[src/rtl/alarm_cmp.sv]
module alarm_cmp #(
  parameter int AW = 3
) (
  input  logic          clk,
  input  logic          rst_n,
  input  logic          wr_en,
  input  logic          rd_en,
  input  logic [AW-1:0] addr,
  input  logic [7:0]    wdata,
  output logic [7:0]    rdata,
  input  logic          tick,
  input  logic [7:0]    now_sec,
  input  logic [7:0]    now_min,
  input  logic [7:0]    now_hour,
  input  logic [7:0]    now_date,
  output logic          match_pulse,
  output logic          alarm_flag
);
  localparam logic [AW-1:0] A_SEC  = AW'(0);
  localparam logic [AW-1:0] A_MIN  = AW'(1);
  localparam logic [AW-1:0] A_HOUR = AW'(2);
  localparam logic [AW-1:0] A_DATE = AW'(3);
  localparam logic [AW-1:0] A_STAT = AW'(4);
  localparam logic [7:0] WIDE_MSK   = 8'hFF;
  localparam logic [7:0] NARROW_MSK = 8'hBF;

  logic [7:0] al_sec, al_min, al_hour, al_date;
  logic       hit, stat_rd;

  always_ff @(posedge clk or negedge rst_n) begin
    if (!rst_n) begin
      al_sec  <= '0;
      al_min  <= '0;
      al_hour <= '0;
      al_date <= '0;
    end else if (wr_en) begin
      case (addr)
        A_SEC:   al_sec  <= wdata & WIDE_MSK;
        A_MIN:   al_min  <= wdata & WIDE_MSK;
        A_HOUR:  al_hour <= wdata & NARROW_MSK;
        A_DATE:  al_date <= wdata & NARROW_MSK;
        default: ;
      endcase
    end
  end

  assign hit = (al_sec[7]  | (al_sec[6:0]  == now_sec[6:0]))  &
               (al_min[7]  | (al_min[6:0]  == now_min[6:0]))  &
               (al_hour[7] | (al_hour[5:0] == now_hour[5:0])) &
               (al_date[7] | (al_date[5:0] == now_date[5:0]));

  assign stat_rd = rd_en && (addr == A_STAT);

  always_ff @(posedge clk or negedge rst_n) begin
    if (!rst_n) begin
      match_pulse <= 1'b0;
      alarm_flag  <= 1'b0;
    end else begin
      match_pulse <= tick & hit;
      if (tick & hit)   alarm_flag <= 1'b1;
      else if (stat_rd) alarm_flag <= 1'b0;
    end
  end

  always_comb begin
    case (addr)
      A_SEC:   rdata = al_sec;
      A_MIN:   rdata = al_min;
      A_HOUR:  rdata = al_hour;
      A_DATE:  rdata = al_date;
      A_STAT:  rdata = {7'b0, alarm_flag};
      default: rdata = 8'h00;
    endcase
  end
endmodule


[config.mk]
export PLATFORM = sky130hd
export DESIGN_NAME = alarm_cmp
export DESIGN_NICKNAME = d
export VERILOG_FILES = /design/src/rtl/alarm_cmp.sv
export SDC_FILE = /design/constraint.sdc
export NUM_CORES = 1
export LEC_CHECK = 0
export BUFFER_PORTS_ARGS = -buffer_cell sky130_fd_sc_hd__clkbuf_2
export CAP_MARGIN = 20
export CELL_PAD_IN_SITES_DETAIL_PLACEMENT = 1
export CELL_PAD_IN_SITES_GLOBAL_PLACEMENT = 2
export CORE_ASPECT_RATIO = 1.1
export CORE_MARGIN = 3
export CORE_UTILIZATION = 35
export DETAILED_ROUTE_END_ITERATION = 10
export PLACE_DENSITY_LB_ADDON = 0.1
export SLEW_MARGIN = 10
export SYNTH_ARGS = -nofsm -noshare
export SYNTH_HDL_FRONTEND = slang
export SYNTH_SLANG_ARGS = --single-unit
[constraint.sdc]
create_clock -name clk -period 2.2 [get_ports clk]
set_input_delay 0.22 -clock clk [delete_from_list [all_inputs] [get_ports clk]]
set_output_delay 0.22 -clock clk [all_outputs]
set_load 0.01 [all_outputs]
After elaboration in Yosys (flattened, before gate mapping)
Cells that the tools add are included.

Equality and inequality tests: 8. Multiplexer cells: 3. Bitwise gates (word level): 8. Reduce and logical (&&, ||, !) cells: 7.

Operator list (number): $pmux 8 s5 (1); $eq 7x7->1 (2); $eq 6x6->1 (2); $reduce_and 2->1 (4); $eq 3x2->1 const B (2); $and 1x1->1 (4); $or 1x1->1 (4); $eq 3x1->1 const B (1); $eq 3x3->1 const B (1); $logic_not 3->1 (1); $mux 1 (2); $reduce_bool 2->1 (1); $logic_and 1x1->1 (1).

Register bits: 32. Output and inout bits: 10. Word-level logic and storage cells: 32.

Logic depth before layout (Yosys ltp)
Gate-level depths: netlist (run 1).

Depth after elaboration: 7. Depth in mapped cells: 4.

Least setup slack after synthesis (run 1)
OpenSTA, ideal clock, no wires.

Path type: register -> register. Start point: reg al_sec[0]. End point: reg alarm_flag. Library setup time: 103 ps. Data arrival time: 1219 ps. Data required time: 2097 ps. Path slack: 878 ps. Cell stages (with the launch flop): 5. Path buffers: 0. Cell sequence: dfrtp_1 -> xor2_1 -> nor4_2 -> a22oi_1 -> o41ai_2.

Longest elaborated chain between the ends: 7. Elaborated cells on any way between the ends: 8. Classes of those cells: eq/ne: 1; mux: 1; bitwise: 5; reduce/logical: 1.

RTL lines: from (decl) (RTL line 27) `logic [7:0] al_sec, al_min, al_hour, al_date;`; from (signal assigned) (RTL line 38) `A_SEC: al_sec <= wdata & WIDE_MSK;`; $eq 7x7->1 * (RTL line 47) `assign hit = (al_sec[7] | (al_sec[6:0] == now_sec[6:0])) &`; $or 1x1->1 * (RTL line 47); $and 1x1->1 * (RTL line 47); $and 1x1->1 * (RTL line 48) `(al_min[7] | (al_min[6:0] == now_min[6:0])) &`; $and 1x1->1 * (RTL line 49) `(al_hour[7] | (al_hour[5:0] == now_hour[5:0])) &`; $and 1x1->1 * (RTL line 60) `if (tick & hit) alarm_flag <= 1'b1;`; $mux 1 / $reduce_bool 2->1 (equally long branches); to (signal assigned) (RTL line 57) `alarm_flag <= 1'b0;`; to (signal assigned) (RTL line 60); to (signal assigned) (RTL line 61) `else if (stat_rd) alarm_flag <= 1'b0;`; to (decl) (RTL line 17) `output logic alarm_flag`.

Every way passes the cells marked *; elsewhere a longest branch is shown, timed or not. A chain may end at the register's enable or synchronous reset.

Final worst setup path (run 1)
Start point: reg al_date[1]. End point: reg alarm_flag.

Longest elaborated chain between the ends: 5. Elaborated cells on any way between the ends: 6. Classes of those cells: eq/ne: 1; mux: 1; bitwise: 3; reduce/logical: 1.

RTL lines: from (decl) (RTL line 27); from (signal assigned) (RTL line 41) `A_DATE: al_date <= wdata & NARROW_MSK;`; $eq 6x6->1 * (RTL line 50) `(al_date[7] | (al_date[5:0] == now_date[5:0]));`; $or 1x1->1 * (RTL line 50); $and 1x1->1 * (RTL line 49); $and 1x1->1 * (RTL line 60); $mux 1 / $reduce_bool 2->1 (equally long branches).

Marked as above.

==> results.md, run 1 <==
* Iter 0 DRT Violations at 36
* Final Max Slew Viols at 0
* Sequential share of power at 44.6%
* Die area at slightly below 0.006 mm²
* Initial antenna violation count at 0
* Row count at 26
* Pre-antenna DRT Iters at 4
* Startpoint Class: flip-flop
* Final core utilization at 46.2%
* Switching Share at between 20% and 30%
* Seq/Total Area, Yosys at 45.2%
* PostCTS Resize Cnt at 0
* H-tree levels at 2
* EDFF count, synth at 0
* Largest net degree at the start of global routing at 33
* # DRC at 0
* Critical Path RT at 2370 ps
* Pwr Density at around 850 mW/mm²
* Synth cell types at 25
* Peak VDD IR at about 360 µV
* Switching pwr at approximately 530 µW
* RSZ-0062 raised after global routing: false
* GRT overflow at 0
* Fillcell total at 530
* Min Tclk post-route at 1690 ps
* Final worst setup slack at 514 ps
* # nets final at 236
* # diodes at 0
* Final ANT Viol Nets at 0
* Outcome: finished, final reports clean
* Detailed placement HPWL at between 3000 and 4000 µm
* CP Max Fanout at 3
* Setup CP Type: flip-flop to flip-flop
* Synthesis warning total at 0
* Synth Register Bits at 32
* # IOs at 58
* Placed insts at 237
* CTS tree: yes
* Share of cells above drive strength 1 at 53.4%
* Final non-filler cell total at 245
* Clock Power Share at between 20 and 30%
* Mapped Cells at 132
* Synthesized cell area at 0.00177 mm²
* Leak at 0.00100 µW
* Final hold violation count at 0
* First-pass GRT wire length at 7120 µm
* Initial Util at between 30% and 40%
* CTS Hold Buffers Added at 0
* Number of global-route vias before repair at 1382
* GRT Overall Usage at 16.8%
* MaxCap Viol Count at 0
* Clock Sinks at 32
* Num CTS Buffers at 5
* Crit path largest cell delay at 480 ps
* Wirelength per Cell at 18.8 µm
* Die W at 73.8 µm
* Slowest stage cell, crit path: nor4_1
* HP Class: primary input to asynchronous set/reset pin
* Max Fclk at 593 MHz
* Arr. time, crit path at between 1500 and 2000 ps
* Setup TNS at 0 ps
* Syn avg cell area at 13.4 µm²
* Int Pwr at 1340 µW
* Layout area overhead at 23.9%
* Net count of the mapped netlist at 180
* Combinational Power Share at 26.3%
* Worst-Skew Late Latency at between 200 and 300 ps
* Tcrit/Tclk final at between 70% and 80%
* Synth Flop Type: dfrtp_1
* Max Root-Sink Buffers at 2
* DIE HEIGHT at 80.6 µm
* Share of flip-flops with an asynchronous set or reset at between 90% and 100%
* Slew margin rel. at 44.7%
* Clock skew at 9.04 ps
* Root buffer cell: clkbuf_8
* Final setup viols at 0
* Post-CTS Setup Bufs at 0
* Buffers on Ports at 51
* Total routed wirelength at 4610 µm
* Final Wtd Congestion at roughly 0.8
* Setup slack at placement at around 360 ps
* Core area at between 0.004 and 0.005 mm²
* Vias/cell at ~5.2
* Reg clk slew, reported paths at 70 ps
* CP cell instances: xor2_1 -> nor4_1 -> a31oi_1 -> o41ai_2
* Worst-Margin Slew at 829 ps
* Worst Setup End Kind: flip-flop
* Total number of vias at 1276
* Total Power at ~1900 µW
synth_stat cells (all sizes together) (3+ instances only):
| library cell | instances | share of area [%] |
|---|---|---|
| dfrtp | 32 | 45 |
| mux2 | 31 | 20 |
| mux4 | 6 | 7.6 |
| nor4 | 5 | 2.1 |
| xnor2 | 10 | 4.9 |
| and2 | 6 | 2.1 |
| xor2 | 16 | 7.9 |
| buf | 5 | 1.8 |
| a31oi | 3 | 1.1 |
registers in the layout (all words and copies together), names as in the netlist:
register,cells
match_pulse,1
al_date,7
al_min,8
alarm_flag,1
al_sec,8
al_hour,7
power by group through the flow:
stage | registers, µW | logic (µW) | clock network [µW]
2_1_floorplan | 819 | 343 | 0
3_3_place_gp | 837 | 489 | 0
3_5_place_dp | 852 | 500 | 0
4_1_cts | 840 | 505 | 563
5_1_grt | 857 | 548 | 588
6_report | 836 | 493 | 547
worst max-delay path, delay by kind of cell (launching register included):
| family | cells | cell delay [ps] |
|---|---|---|
| compound gates | 2 | 520 |
| simple gates | 1 | 480 |
| xor+xnor | 1 | 180 |
| flops | 1 | 400 |
kinds of logic after synthesis:
family                    synth area share, %
xor gates and xnor gates                 12.9
buffers and inverters                    2.05
muxes                                    27.9
DFF                                      45.2
and+or+nand+nor                          8.33
AOI/OAI and AO/OA                        3.67
per-layer routing:
| metal | GRT usage (%) | vias up | part of all wire, % |
|---|---|---|---|
| met2 | 29.3 | 36 | 52 |
| li1 | - | 596 | - |
| met1 | 20.4 | 637 | 41 |
| met5 | 0 | - | 0 |
| met4 | 3.80 | 0 | 1.0 |
| met3 | 4.51 | 7 | 5.8 |
metrics by stage:
stage / instance area, µm² / hold WS, ps
after detailed placement: 2090 / 356
after CTS: 2190 / 44.0
after floorplan: 1770 / -75.6
after global routing: 2190 / 104
final: 2190 / 23.5
after global placement: 2090 / 344
layout by cell type (no fill, tap or decap), drive strengths merged:
cell type and count:
nand2 2, nor2 2, inv 1, clkbuf 57
and4 1, xnor2 10, o41ai 1, o22ai 1
a41oi 1, nor3 1, buf 3, mux2i 1
dfrtp 32, mux2 31, a22oi 2, nor4 5
nand3 1, nor4bb 2, mux4 6, clkinv 1
and2 6, bufinv 1, xor2 16, a31oi 3
nand4 1, and3 1
layout make-up:
type / count / area, µm² / share of cell area, %
inverter: 1 / 3.75 / 0.171
tap: 56 / 70.1 / 3.19
clock buffer: 6 / 72.6 / 3.31
multi-input combinational: 94 / 935 / 42.6
clock inverter: 2 / 35.0 / 1.60
timing repair buffer: 54 / 278 / 12.7
sequential: 32 / 801 / 36.5
path summary, 6_finish.rpt:
kind | cells after the start | end | startpoint | slack, ps
setup / recovery | 4 | alarm_flag$_DFFE_PN0P_ | al_date[1]$_DFFE_PN0P_ | 510
hold / removal | 1 | al_min[7]$_DFFE_PN0P_ | rst_n | 20
setup reg to reg | 4 | alarm_flag$_DFFE_PN0P_ | al_date[1]$_DFFE_PN0P_ | 510
hold reg to reg | 2 | alarm_flag$_DFFE_PN0P_ | alarm_flag$_DFFE_PN0P_ | 530
max in group asynchronous | 1 | al_sec[3]$_DFFE_PN0P_ | rst_n | 1650
min in group clk | 2 | al_min[6]$_DFFE_PN0P_ | wdata[6] | 190
Note: power is estimated with default switching activity, not from simulation.
==> inputs of run 2 (changes only) <==
--- a/config.mk
+++ b/config.mk
@@ -11,7 +11,7 @@
 export CELL_PAD_IN_SITES_GLOBAL_PLACEMENT = 2
 export CORE_ASPECT_RATIO = 1.1
 export CORE_MARGIN = 3
-export CORE_UTILIZATION = 35
+export CORE_UTILIZATION = 29
 export DETAILED_ROUTE_END_ITERATION = 10
 export PLACE_DENSITY_LB_ADDON = 0.1
 export SLEW_MARGIN = 10
==> constraint.sdc (replaced) <==
create_clock -name clk -period 1.4 [get_ports clk]
set_input_delay 0.14 -clock clk [delete_from_list [all_inputs] [get_ports clk]]
set_output_delay 0.14 -clock clk [all_outputs]
set_load 0.01 [all_outputs]
==> run 2 against run 1 <==
  * The flow now finishes with violations (setup timing)
  * Sequential power increased by 53%
  * Critical path depth increased by 2
  * Global-route usage decreased by 1.2 points
  * Core utilization increased by 0.099 points
  * Register-to-register slack got worse by 800 ps
  * Clock-buffer cell count decreased by 1
  * Sequential share of layout area decreased by 6.9 points
  * Non-clock buffer count increased by 49
  * Critical path type unchanged
  * Largest cell class unchanged
  * Largest power group is now combinational logic
  * Highest routed layer unchanged
==> results.md, run 2 (synthesis gave the netlist of run 1 again) <==
* Reg clk slew, reported paths at 70 ps (about the same)
* CTS tree: yes (unchanged)
* Detailed placement HPWL at 3950 µm (was 3490 µm)
* Tcrit/Tclk final at 120% (was 76.6%)
* Peak VDD IR at 498 µV (was 361 µV)
* Initial antenna violation count at 0 (unchanged)
* Failing checks: setup timing
* Worst reg2reg startpoint: al_min[0]$_DFFE_PN0P_ (was al_date[1]$_DFFE_PN0P_)
* Most frequent cells in the layout: clkbuf_2, buf_4, dfrtp_1 (was clkbuf_2, dfrtp_1, mux2_2)
* Outcome: finished with violations (was finished, final reports clean)
* Largest net degree at the start of global routing at 33 (unchanged)
* GRT overflow at 0 (unchanged)
* # diodes at 0 (unchanged)
* Core area at 0.00584 mm² (was 0.00475 mm²)
* Worst-Margin Slew at 428 ps (was 829 ps)
* Vias/cell at 4.61 (was 5.21)
* # IOs at 58 (unchanged)
* RSZ-0062 raised after global routing: true (was false)
* Worst-Skew Late Latency at 280 ps (about the same)
* Final worst setup slack at -286 ps (was 514 ps)
* Startpoint Class: flip-flop (unchanged)
* Slew margin rel. at 71.5% (was 44.7%)
* Die area at 0.00708 mm² (was 0.00595 mm²)
* Row count at 29 (was 26)
* H-tree levels at 2 (unchanged)
* Clock Sinks at 32 (unchanged)
* Iter 0 DRT Violations at 39 (was 36)
* CP Max Fanout at 2 (was 3)
* Final Wtd Congestion at 0.796 (was 0.800)
* HP Class: primary input to flip-flop (was primary input to asynchronous set/reset pin)
* Max Root-Sink Buffers at 2 (unchanged)
* Worst Setup End Kind: flip-flop (unchanged)
* Total Power at 3320 µW (was 1880 µW)
* GRT Overall Usage at 15.6% (was 16.8%)
* Die W at 80.5 µm (was 73.8 µm)
* Most common cell after layout, fill and taps aside: clkbuf_2 (unchanged)
* DIE HEIGHT at 88.0 µm (was 80.6 µm)
* Worst Reg-to-Reg Cells at 6 (was 4)
* First-pass GRT wire length at 8180 µm (was 7120 µm)
* Critical Path RT at 1590 ps (was 2370 ps)
* Biggest regs: al_min: 8 flops, al_sec: 8 flops (unchanged)
* Hold path depth at 2
* Min Hold Slack at 99.4 ps (was 23.5 ps)
* Min Tclk post-route at 1690 ps (about the same)
* Share of cells above drive strength 1 at 68.5% (was 53.4%)
* Final hold violation count at 0 (unchanged)
* Total routed wirelength at 5440 µm (was 4610 µm)
* Arr. time, crit path at 1870 ps (was 1860 ps)
* Initial Util at 30.3% (was 37.3%)
* CP startpoint: al_min[0]$_DFFE_PN0P_ (was al_date[1]$_DFFE_PN0P_)
* Pwr Density at 1230 mW/mm² (was 855 mW/mm²)
* Number of global-route vias before repair at 1596 (was 1382)
* Num CTS Buffers at 5 (unchanged)
* # DRC at 0 (unchanged)
* R2R setup slack at -290 ps (was 510 ps)
* Layout area overhead at 52.7% (was 23.9%)
* Final ANT Viol Nets at 0 (unchanged)
* Setup CP Type: flip-flop to flip-flop (unchanged)
* Clock skew at 9.67 ps (was 9.04 ps)
* Max Fclk at 593 MHz (about the same)
* Total number of vias at 1451 (was 1276)
* Root buffer cell: clkbuf_8 (unchanged)
* Min-delay src: wdata[6]
* Pre-antenna DRT Iters at 2 (was 4)
* Wirelength per Cell at 17.3 µm (was 18.8 µm)
* MaxCap Viol Count at 0 (unchanged)
* Final Max Slew Viols at 0 (unchanged)
* Leak at 0.00127 µW (was 0.00100 µW)
* Buffers on Ports at 51 (unchanged)
* Final setup viols at 9 (was 0)
* # nets final at 285 (was 236)
## run 2: power breakdown
group	internal [µW]	total [µW]	switching (µW)
clock	346	701	355
combinational	826	1340	516
sequential	1130	1280	150
total	2300	3320	1020
## run 2: final timing paths
path,to
setup / recovery,match_pulse$_DFF_PN0_
hold / removal,al_min[6]$_DFFE_PN0P_
setup reg to reg,match_pulse$_DFF_PN0_
hold reg to reg,alarm_flag$_DFFE_PN0P_
max in group asynchronous,alarm_flag$_DFFE_PN0P_
min in group asynchronous,match_pulse$_DFF_PN0_
## run 2: repair_timing
| item | in CTS | in global routing |
|---|---|---|
| hold buffers | 1 | 0 |
| setup buffers | 13 | 7 |
| endpoints found under the hold margin | 32 | 0 |
| resized for setup | 17 | 12 |
| pin swaps | 14 | 1 |
| endpoints found under the setup margin | 9 | 9 |
## run 2: layout make-up
type,instances,area (µm²)
Clock buffer,5,68.8
Clock inverter,3,18.8
Fill cell,640,3140
Inverter,1,3.75
Multi-Input combinational cell,94,1010
Sequential cell,32,801
Tap cell,77,96.3
Timing Repair Buffer,103,704
## run 2: per-stage QoR
stage	setup WS [ps]	TNS (ps)	cell area (µm²)	utilization [%]	std cells
3_5_place_dp	-297	-531	2340	40.0	286
2_1_floorplan	77.9	0	1770	-	132
3_3_place_gp	-335	-648	2340	40.0	286
4_1_cts	-309	-2030	2610	44.7	308
5_1_grt	-427	-2550	2710	46.3	315
6_report	-286	-1980	2710	46.3	315
## run 2: worst max-delay path, cell delays in order (launching register included)
cell and delay, ps:
dfrtp_1 400, xor2_1 160, nor4_2 330, buf_4 180, a41oi_4 100, buf_6 150
nor4_2 250
## run 2: routing by layer
layer | GRT usage, % | up-vias | wire length, µm
met2 | 27.4 | 36 | 2830
met4 | 4.30 | 0 | 74
met5 | 0 | - | 0
met3 | 3.19 | 6 | 164
met1 | 19.4 | 718 | 2370
li1 | - | 691 | -
